**config.mk**
```make
export PLATFORM = sky130hd
export DESIGN_NAME = instr_ctrl_decode
export DESIGN_NICKNAME = d
export VERILOG_FILES = /design/src/rtl/ctl_pkg.sv /design/src/rtl/ctl_main_dec.sv /design/src/rtl/ctl_alu_dec.sv /design/src/rtl/instr_ctrl_decode.sv
export SDC_FILE = /design/constraint.sdc
export NUM_CORES = 1
export LEC_CHECK = 0
export BUFFER_PORTS_ARGS = -buffer_cell sky130_fd_sc_hd__buf_4
export CORE_AREA = 2 2 39 41
export DETAILED_ROUTE_END_ITERATION = 10
export DIE_AREA = 0 0 41 43
export PLACE_DENSITY = 0.48
export SLEW_MARGIN = 20
export SYNTH_ARGS = -nofsm -noshare
export SYNTH_HDL_FRONTEND = slang
export SYNTH_SLANG_ARGS = --single-unit
```
**constraint.sdc**
```tcl
create_clock -name vclk -period 2.8
set_clock_uncertainty 0.2 [all_clocks]
set_input_delay 0.14 -clock vclk [all_inputs]
set_output_delay 0.14 -clock vclk [all_outputs]
set_load 0.005 [all_outputs]
```
**src/rtl/ctl_pkg.sv**
```systemverilog
package ctl_pkg;

  parameter int OP_W  = 6;
  parameter int FN_W  = 6;
  parameter int ALU_W = 4;
  parameter int CLS_W = 2;

  typedef enum logic [CLS_W-1:0] {
    CLS_ADD = 2'b00,
    CLS_SUB = 2'b01,
    CLS_FN  = 2'b10
  } alu_cls_e;

  typedef struct packed {
    logic dst_rd;
    logic opb_imm;
    logic wb_mem;
    logic rf_we;
    logic dm_re;
    logic dm_we;
    logic br_eq;
    logic jmp;
  } ctl_flags_t;

  localparam logic [OP_W-1:0] OPC_REG   = 6'd0;
  localparam logic [OP_W-1:0] OPC_JMP   = 6'd2;
  localparam logic [OP_W-1:0] OPC_BEQ   = 6'd4;
  localparam logic [OP_W-1:0] OPC_ADDI  = 6'd8;
  localparam logic [OP_W-1:0] OPC_LOAD  = 6'd35;
  localparam logic [OP_W-1:0] OPC_STORE = 6'd43;

  localparam logic [FN_W-1:0] FN_ADD = 6'b100000;
  localparam logic [FN_W-1:0] FN_SUB = 6'b100010;
  localparam logic [FN_W-1:0] FN_AND = 6'b100100;
  localparam logic [FN_W-1:0] FN_OR  = 6'b100101;
  localparam logic [FN_W-1:0] FN_SLT = 6'b101010;

  localparam logic [ALU_W-1:0] ALU_AND = 4'b0000;
  localparam logic [ALU_W-1:0] ALU_OR  = 4'b0001;
  localparam logic [ALU_W-1:0] ALU_ADD = 4'b0010;
  localparam logic [ALU_W-1:0] ALU_SUB = 4'b0110;
  localparam logic [ALU_W-1:0] ALU_SLT = 4'b0111;
  localparam logic [ALU_W-1:0] ALU_NOR = 4'b1100;

endpackage

```
**src/rtl/ctl_main_dec.sv**
```systemverilog
module ctl_main_dec
  import ctl_pkg::*;
#(
  parameter int OPW = OP_W
) (
  input  logic [OPW-1:0] op,
  output ctl_flags_t     flags,
  output alu_cls_e       cls
);

  always_comb begin
    flags = '0;
    cls   = CLS_ADD;
    case (op)
      OPC_REG: begin
        flags.dst_rd = 1'b1;
        flags.rf_we  = 1'b1;
        cls          = CLS_FN;
      end
      OPC_LOAD: begin
        flags.opb_imm = 1'b1;
        flags.wb_mem  = 1'b1;
        flags.rf_we   = 1'b1;
        flags.dm_re   = 1'b1;
      end
      OPC_STORE: begin
        flags.opb_imm = 1'b1;
        flags.dm_we   = 1'b1;
      end
      OPC_BEQ: begin
        flags.br_eq = 1'b1;
        cls         = CLS_SUB;
      end
      OPC_JMP: begin
        flags.jmp = 1'b1;
      end
      OPC_ADDI: begin
        flags.opb_imm = 1'b1;
        flags.rf_we   = 1'b1;
      end
      default: begin
        flags = '0;
        cls   = CLS_ADD;
      end
    endcase
  end

endmodule

```
**src/rtl/ctl_alu_dec.sv**
```systemverilog
module ctl_alu_dec
  import ctl_pkg::*;
#(
  parameter int FNW = FN_W,
  parameter int AW  = ALU_W
) (
  input  alu_cls_e       cls,
  input  logic [FNW-1:0] fn,
  output logic [AW-1:0]  alu_op,
  output logic           fn_ok
);

  always_comb begin
    alu_op = ALU_ADD;
    fn_ok  = 1'b1;
    case (cls)
      CLS_SUB: alu_op = ALU_SUB;
      CLS_FN: begin
        case (fn)
          FN_ADD:  alu_op = ALU_ADD;
          FN_SUB:  alu_op = ALU_SUB;
          FN_AND:  alu_op = ALU_AND;
          FN_OR:   alu_op = ALU_OR;
          FN_SLT:  alu_op = ALU_SLT;
          default: begin
            alu_op = ALU_ADD;
            fn_ok  = 1'b0;
          end
        endcase
      end
      default: alu_op = ALU_ADD;
    endcase
  end

endmodule

```
**src/rtl/instr_ctrl_decode.sv**
```systemverilog
module instr_ctrl_decode
  import ctl_pkg::*;
#(
  parameter int OPW = OP_W,
  parameter int FNW = FN_W,
  parameter int AW  = ALU_W,
  parameter int CW  = CLS_W
) (
  input  logic [OPW-1:0] op_i,
  input  logic [FNW-1:0] fn_i,
  output logic           dst_rd_o,
  output logic           opb_imm_o,
  output logic           wb_mem_o,
  output logic           rf_we_o,
  output logic           dm_re_o,
  output logic           dm_we_o,
  output logic           br_eq_o,
  output logic           jmp_o,
  output logic [CW-1:0]  alu_cls_o,
  output logic [AW-1:0]  alu_op_o
);

  ctl_flags_t flags;
  alu_cls_e   cls;
  logic       fn_ok;

  ctl_main_dec #(.OPW(OPW)) u_main (
    .op    (op_i),
    .flags (flags),
    .cls   (cls)
  );

  ctl_alu_dec #(.FNW(FNW), .AW(AW)) u_alu (
    .cls    (cls),
    .fn     (fn_i),
    .alu_op (alu_op_o),
    .fn_ok  (fn_ok)
  );

  // An unrecognised function code must not commit a register write.
  assign dst_rd_o  = flags.dst_rd;
  assign opb_imm_o = flags.opb_imm;
  assign wb_mem_o  = flags.wb_mem;
  assign rf_we_o   = flags.rf_we & fn_ok;
  assign dm_re_o   = flags.dm_re;
  assign dm_we_o   = flags.dm_we;
  assign br_eq_o   = flags.br_eq;
  assign jmp_o     = flags.jmp;
  assign alu_cls_o = cls;

endmodule

```
# Yosys cells after proc, flatten, opt, wreduce, memory -nomap -nowiden

Index checks and enable logic that the tools add are counted.

Flip-flop bits (word level): 0

Reduce and logical (&&, ||, !) cells: 4
Muxes and demuxes: 12
Bitwise operators: 1
Equality and inequality tests: 12

Operators with widths:

| cell                 | number |
|---|---|
| $eq A6 B6 Y1 const B | 7 |
| $pmux W3 S4          | 1 |
| $mux W1              | 9 |
| $pmux W4 S2          | 1 |
| $eq A6 B2 Y1 const B | 1 |
| $eq A6 B3 Y1 const B | 1 |
| $eq A6 B4 Y1 const B | 1 |
| $logic_not A6 Y1     | 1 |
| $reduce_or A3 Y1     | 2 |
| $reduce_or A5 Y1     | 1 |
| $pmux W2 S2          | 1 |
| $eq A2 B1 Y1 const B | 1 |
| $eq A2 B2 Y1 const B | 1 |
| $and A1 B1 Y1        | 1 |

# Logic depth before layout (Yosys ltp)

Gate-level depths: netlist of run 1.

Depth after elaboration: 5
Gate-level depth with buffers: 6

# By module

From an unflattened synthesis of run 1, not the netlist that was laid out.

Cells, all modules: 40
Area, all modules: 302.8 um^2

By module, submodules not included:

| module            | area each (um^2) | instances | cells each | seq. area each (um^2) |
|---|---|---|---|---|
| ctl_alu_dec       | 170.2            | 1         | 22         | 0.0 |
| ctl_main_dec      | 126.4            | 1         | 17         | 0.0 |
| instr_ctrl_decode | 6.3              | 1         | 1          | 0.0 |

# Least setup slack after synthesis of run 1

No wires, ideal clock.

Path kind: input to output
Start: input port op_i[1]
End: output port alu_op_o[1]
Stages: 5
Required time: 2.460 ns
Path buffers: 0
Data arrival time: 1.137 ns
Path slack: 1.323 ns
Cells stage by stage: nor3_2 -> nand3_1 -> ha_1 -> inv_1 -> a211o_1

Cells in the longest elaborated chain, start to end: 4
Elaborated cells between the ends (all ways): 6
Those cells by class: eq/ne (3); mux (2); reduce/logical (1)

Ends and longest elaborated chain:

| element                                          | RTL line                | text |
|---|---|---|
| start, declared                                  | instr_ctrl_decode.sv:9  | `input logic [OPW-1:0] op_i,` |
| $eq A6 B3 Y1 or $logic_not A6 Y1 (tied branches) | ctl_main_dec.sv:14      | `case (op)` |
| $pmux W2 S2 (*)                                  | ctl_main_dec.sv:14      |  |
| $eq A2 B2 Y1 or $eq A2 B1 Y1 (tied branches)     | ctl_alu_dec.sv:16       | `case (cls)` |
| $pmux W4 S2 (*)                                  | ctl_alu_dec.sv:16       |  |
| end, declared                                    | instr_ctrl_decode.sv:20 | `output logic [AW-1:0] alu_op_o` |

Every way passes the cells marked *; elsewhere a longest branch is shown, timed or not.

# Worst setup path in the final report of run 1

Same ends and word-level chain as after synthesis.

==> results of run 1 <==
## per-stage QoR
stage	total power [uW]	cell area (um2)	setup WS (ns)
floorplan	13.5	258	1.32
global placement	35.9	443	0.975
detailed placement	35.8	443	0.965
CTS	36.0	443	0.953
global route	40.1	443	0.839
finish	35.9	443	0.980
## worst paths after layout
path	slack, ns	endpoint	startpoint	depth (start not counted)
hold / removal	0.37	rf_we_o	op_i[2]	3
setup / recovery	0.98	alu_op_o[1]	op_i[1]	7
## worst max-delay path: stages
cell	delay (ns)
buf_4	0.12
nor3_2	0.26
nand3_1	0.18
ha_1	0.33
inv_1	0.05
a211o_1	0.26
buf_4	0.13
## cells by family after synthesis
family,after synthesis,synth area share
adders and majority gates,3,0.146
and+or+nand+nor,22,0.466
AOI/OAI and AO/OA,6,0.189
other,1,0.0145
buffers and inverters,7,0.146
muxes,1,0.0388
## power groups by stage
| stage | combinational, uW | sequential, uW | clock [uW] |
|---|---|---|---|
| 2_1_floorplan | 13.5 | 0 | 0 |
| 3_3_place_gp | 35.9 | 0 | 0 |
| 3_5_place_dp | 35.8 | 0 | 0 |
| 4_1_cts | 36.0 | 0 | 0 |
| 5_1_grt | 40.1 | 0 | 0 |
| 6_report | 35.9 | 0 | 0 |
## area by class of cell
| type | instances | area, um2 | area share |
|---|---|---|---|
| inverters | 4 | 15.0 | 0.0339 |
| well taps | 16 | 20.0 | 0.0452 |
| multi-input cells | 33 | 220 | 0.497 |
| repair buffers | 25 | 188 | 0.424 |
## cell usage in the layout (no fill, tap or decap), drive strengths merged
cell type,count
a32oi,1
nor3b,1
nand3,5
nor4,2
inv,4
a31oi,1
nor3,3
ha,3
nor2,6
conb,1
buf,25
a2111oi,1
nand2b,1
a21oi,2
a211o,1
mux2i,1
and2b,1
nand2,1
and3,2
## metal layers
metal	up-vias	track usage
met3	0	0.00524
met2	16	0.156
li1	186	-
met1	144	0.123
met4	0	0
met5	-	0
==> flow_summary.yaml, run 1 <==
detailed_routing:
  dr.pass1.iters: 1
  routed_wirelength_um: 710
  wl_met1_um: 320
  drcViolationCount: 0
  drtIter0Drc: 0
  via_per_inst: 4.44
  met3_length_um: 71
  top_layer: "met3"
  ant_nets: 0
  wire_per_inst_um: 9.10
  num_vias: 346
  wl_met2_um: 318
job:
  drv_cap: 0
outcome:
  status: "finished clean"
pwr:
  irDropWorstVdd_mv: 0.0285
  p_leak_uw: 0.000222
  clock_power_share: 0
  power_frac_comb: 1.000
  p_per_area_nw_per_um2: 81.1
  intPower_uw: 19.4
  seq_power_share: 0
  switching_power_uw: 16.5
  netSwitchingFraction: 0.461
synthesis:
  yosys.area.top_type: "ha_1"
  synth_top_area_frac: 0.146
  syn-mean-instance-area_um2: 6.44
  syn-instance-count: 40
  synth_most_common_cell: "nor2_1"
  yosysWarnings: 0
  synthDistinctLibCells: 20
  seq_area_frac_synth: 0
  ys_top_cells_by_count: "6 x nor2_1, 5 x nand3_1, 4 x inv_1, 3 x buf_4, 3 x ha_1"
  syn_area_um2: 258
  synthTopCellsByArea: "ha_1 15%, nand3_1 9.7%, buf_4 8.7%"
  synth_fp_nets: 55
die:
  ios: 26
  core_um2: 1380
  die_h_um: 43
  fp.dieArea_um2: 1760
  start_util: 0.186
  num_rows: 14
  die_w_um: 41
global_route:
  grt_max_degree: 7
  grt_pass1_wl_um: 1220
  grt_overflow: 0
  grt_pass1_vias: 324
  antenna_found_initial: 0
  grt.total_usage: 0.0899
cts:
  cts_resized: 0
  cts_setup_buffers: 0
  cts_hold_buf: 0
finish:
  seq_cell_count: 0
  final_nets: 79
  n_clock_buffer: 0
  drive_gt1_frac: 0.468
  ff_latch_area_um2: 0
  stdcell_count: 78
  syn2layout_area_growth_pct: 71.8
  final_util: 0.320
  fillers: 166
  antenna_cells: 0
timing:
  fin_setup_tns_ns: 0
  fmax_ghz: 0.549
  slew_violations: 0
  holdWs_ns: 0.367
  setup_viol: 0
  hold_violations: 0
  rsz0062_at_grt: "false"
  min_period_ns: 1.82
  fin_crit_sh: 0.650
placement:
  dpl.cell_count: 78
  hpwlAfterDp_um: 611
  gpl.final_weighted_congestion: 0.574
  io_buffers: 25
setup_path:
  worstPathArrival_ns: 1.48
  worst-setup-path-type: "input port to output pin"
  cp-start-kind: "input port"
  crit_path_end_kind: "output pin"
  critPathMaxFanout: 4
  critPathRequiredTime_ns: 2.46
hold_path:
  hold_path_class: "input port to output pin"
No activity file was read; power rests on OpenSTA's default activity.
==> run 2: changes to the inputs <==
==> constraint.sdc (replaced) <==
create_clock -name vclk -period 1.91
set_clock_uncertainty 0.2 [all_clocks]
set_input_delay 0.0955 -clock vclk [all_inputs]
set_output_delay 0.0955 -clock vclk [all_outputs]
set_load 0.005 [all_outputs]
==> run 2 against run 1 <==
Non-clock buffer count did not move. Via count rose by 4.3%. Cell count did not move. Largest power group unchanged. Global-route usage rose by 0.20 points. Sequential share of layout area did not move. Critical endpoint unchanged. Sequential cell count did not move. Routed wire length fell by 3.9%. Die area did not move. Combinational power rose by 45%. First-iteration DRC count rose by 7.
==> flow_summary.yaml, run 2 (synthesis gave the netlist of run 1 again) <==
detailed_routing:
  routed_wirelength_um: 682
  num_vias: 361
  drtIter0Drc: 7
  wire_per_inst_um: 8.74
  via_per_inst: 4.63
  drcViolationCount: 0
  ant_nets: 0
  dr.pass1.iters: 4
pwr:
  irDropWorstVdd_mv: 0.0410
  power_frac_comb: 1.000
  netSwitchingFraction: 0.456
  p_leak_uw: 0.000222
  p_per_area_nw_per_um2: 118
  intPower_uw: 28.4
  switching_power_uw: 23.7
  seq_power_share: 0
  clock_power_share: 0
finish:
  drive_gt1_frac: 0.468
  mostFrequentLayoutCell: "buf_4"
  final_nets: 79
  layout_common_cells: "25 x buf_4, 6 x nor2_1, 5 x nand3_1"
  syn2layout_area_growth_pct: 71.8
  seq_cell_count: 0
  ff_latch_area_um2: 0
  n_clock_buffer: 0
  antenna_cells: 0
outcome:
  status: "finished clean"
job:
  drv_cap: 0
die:
  num_rows: 14
  fp.dieArea_um2: 1760
  ios: 26
  die_w_um: 41
  die_h_um: 43
  core_um2: 1380
  start_util: 0.186
timing:
  fin_setup_tns_ns: 0
  layout_setup_ws_ns: 0.161
  rsz0062_at_grt: "false"
  slew_violations: 0
  fin_crit_sh: 0.916
  fmax_ghz: 0.572
  hold_violations: 0
  min_period_ns: 1.75
  setup_viol: 0
  holdWs_ns: 0.276
setup_path:
  worst-setup-path-type: "input port to output pin"
  crit_path_end_kind: "output pin"
  worstPathArrival_ns: 1.45
  critPathRequiredTime_ns: 1.61
  critPathMaxFanout: 4
  path_cells: "buf_4, nor3_2, nand3_1, ha_1, inv_1, a211o_1, buf_4"
  crit_top_cell: "buf_4"
  critPathMaxStageDelay_ns: 0.33
  cp-start-kind: "input port"
  cp_slowest_cell: "ha_1"
hold_path:
  hold_path_class: "input port to output pin"
global_route:
  grt_pass1_wl_um: 1250
  grt.total_usage: 0.0919
  grt_pass1_vias: 326
  grt_overflow: 0
  antenna_found_initial: 0
  grt_max_degree: 7
cts:
  cts_setup_buffers: 0
  cts_hold_buf: 0
  cts_resized: 0
placement:
  io_buffers: 25
  place_ws_ns: 0.159
  gpl.final_weighted_congestion: 0.573
  hpwlAfterDp_um: 617
-- run 2: cell counts in the layout (fill, tap and decap cells not counted) --
Identical to the previous run, type by type.
-- run 2: worst paths after layout --
check             depth (start not counted)     endpoint  slack, ns  startpoint
hold / removal                            3      rf_we_o       0.28     op_i[2]
setup / recovery                          7  alu_op_o[1]       0.16     op_i[1]
-- run 2: metrics by stage --
stage | power (uW) | utilization | std cells | area (um2)
finish | 52.1 | 0.320 | 78 | 443
global route | 59.2 | 0.320 | 78 | 443
CTS | 52.7 | 0.320 | 78 | 443
detailed placement | 52.5 | 0.320 | 78 | 443
global placement | 52.6 | 0.320 | 78 | 443
floorplan | 19.8 | - | 40 | 258
-- run 2: worst max-delay path: cells and delay by family --
kind                       cells  cell delay [ns]
AOI/OAI and AO/OA              1             0.26
adders and majority gates      1             0.33
buffers and inverters          3             0.31
and+or+nand+nor                2             0.45
-- run 2: power groups by stage --
stage / logic (uW) / registers (uW) / clock network [uW]
floorplan: 19.8 / 0 / 0
global placement: 52.6 / 0 / 0
detailed placement: 52.5 / 0 / 0
CTS: 52.7 / 0 / 0
global route: 59.2 / 0 / 0
finish: 52.1 / 0 / 0
-- run 2: area by class of cell --
type | instances | area (um2)
tap | 16 | 20.0
inverter | 4 | 15.0
multi-input combinational | 33 | 220
fill | 160 | 941
timing repair buffer | 25 | 188
-- run 2: layer usage --
| metal | vias up | part of all wire | GRT usage |
|---|---|---|---|
| met5 | - | 0 | 0 |
| met4 | 0 | 0 | 0 |
| met3 | 0 | 0.13 | 0.00524 |
| met2 | 26 | 0.47 | 0.147 |
| met1 | 151 | 0.40 | 0.139 |
| li1 | 184 | - | - |
==> run 3: changes to the inputs <==
--- a/config.mk
+++ b/config.mk
@@ -10,6 +10,7 @@
 export DETAILED_ROUTE_END_ITERATION = 10
 export DIE_AREA = 0 0 41 43
 export PLACE_DENSITY = 0.48
+export RECOVER_POWER = 100
 export SLEW_MARGIN = 20
 export SYNTH_ARGS = -nofsm -noshare
 export SYNTH_HDL_FRONTEND = slang
==> run 3 against run 2 <==
Critical path depth stayed put. Sequential cell count stayed put. Final area is 1.7% lower. Non-clock buffer count did not move. Global-route usage unchanged. Hold slack about the same. Critical endpoint unchanged.
==> flow_summary.yaml, run 3 (synthesis gave the netlist of run 1 again) <==
finish:
  n_clock_buffer: 0
  mostFrequentLayoutCell: "buf_4"
  final_nets: 79
  seq_cell_count: 0
  syn2layout_area_growth_pct: 68.9
  stdcell_count: 78
  ff_latch_area_um2: 0
  final_area_um2: 435
  layout_common_cells: "16 x buf_4, 7 x clkbuf_4, 6 x nor2_1"
  antenna_cells: 0
  drive_gt1_frac: 0.435
detailed_routing:
  drtIter0Drc: 7
  via_per_inst: 4.60
  routed_wirelength_um: 682
  dr.pass1.iters: 4
  ant_nets: 0
  wire_per_inst_um: 8.74
  num_vias: 359
  drcViolationCount: 0
cts:
  cts_resized: 0
  cts_setup_buffers: 0
  cts_hold_buf: 0
pwr:
  intPower_uw: 27.2
  p_per_area_nw_per_um2: 117
  seq_power_share: 0
  clock_power_share: 0
  power_frac_comb: 1.000
  switching_power_uw: 23.8
  netSwitchingFraction: 0.467
  irDropWorstVdd_mv: 0.0410
  p_leak_uw: 0.000211
global_route:
  grt_pass1_vias: 326
  grt_overflow: 0
  grt.total_usage: 0.0919
  grt_max_degree: 7
  met3_usage: 0.00524
  grt_pass1_wl_um: 1250
  gr-usage-met1: 0.139
  use_met2: 0.147
  busiest_layer: "met2"
  antenna_found_initial: 0
timing:
  min_period_ns: 1.75
  setup_viol: 0
  rsz0062_at_grt: "false"
  holdWs_ns: 0.276
  hold_violations: 0
  fin_setup_tns_ns: 0
  fin_crit_sh: 0.915
  slew_violations: 0
  fmax_ghz: 0.572
setup_path:
  worstPathArrival_ns: 1.45
  worst-setup-path-type: "input port to output pin"
  critPathMaxFanout: 4
  critPathMaxStageDelay_ns: 0.33
  path_cells: "buf_4, nor3_2, nand3_1, ha_1, inv_1, a211o_1, clkbuf_4"
  cp-startpoint: "op_i[1]"
  cp_slowest_cell: "ha_1"
  cp-start-kind: "input port"
  crit_path_end_kind: "output pin"
  critPathRequiredTime_ns: 1.61
die:
  die_h_um: 43
  ios: 26
  die_w_um: 41
  start_util: 0.186
  fp.dieArea_um2: 1760
  num_rows: 14
  core_um2: 1380
placement:
  gpl.final_weighted_congestion: 0.573
  placed_area_um2: 443
  io_buffers: 25
  hpwlAfterDp_um: 617
  dpl.cell_count: 78
hold_path:
  hold_path_class: "input port to output pin"
  hp-start: "op_i[2]"
job:
  drv_cap: 0
outcome:
  status: "finished clean"
## run 3: changes by cell type in the layout (fill, tap and decap cells not counted)
cell      delta
clkbuf_4     +7
clkbuf_1     +2
buf_4        -9
## run 3: final cells by class
class	instances	area, um2
Fill cell	162	948
Inverter	4	15.0
Multi-Input combinational cell	33	220
Tap cell	16	20.0
Timing Repair Buffer	25	180
## run 3: path summary, 6_finish.rpt
kind,cells after the start,endpoint
setup / recovery,7,alu_op_o[1]
hold / removal,3,rf_we_o
## run 3: worst max-delay path, delay by kind of cell
kind	cells	cell delay, ns
compound gates	1	0.26
fa+ha+maj	1	0.33
simple gates	2	0.45
buf+inv	3	0.32
## run 3: layer usage
metal  share of wire  wire length, um  vias to the layer above
li1                -                -                      184
met1            0.41              279                      149
met2            0.46              312                       26
met3            0.13               89                        0
met4               0                0                        0
met5               0                0                        -
## run 3: metrics by stage
step / worst slack (ns) / total power [uW] / util
after global routing: 0.0339 / 58.0 / 0.315
after floorplan: 0.522 / 19.8 / -
after global placement: 0.146 / 52.6 / 0.320
after CTS: 0.150 / 52.7 / 0.320
final: 0.162 / 51.1 / 0.315
after detailed placement: 0.159 / 52.5 / 0.320
## run 3: power groups by stage
stage               clock network [uW]  logic (uW)  registers [uW]
floorplan                            0        19.8               0
global placement                     0        52.6               0
detailed placement                   0        52.5               0
CTS                                  0        52.7               0
global route                         0        58.0               0
finish                               0        51.1               0
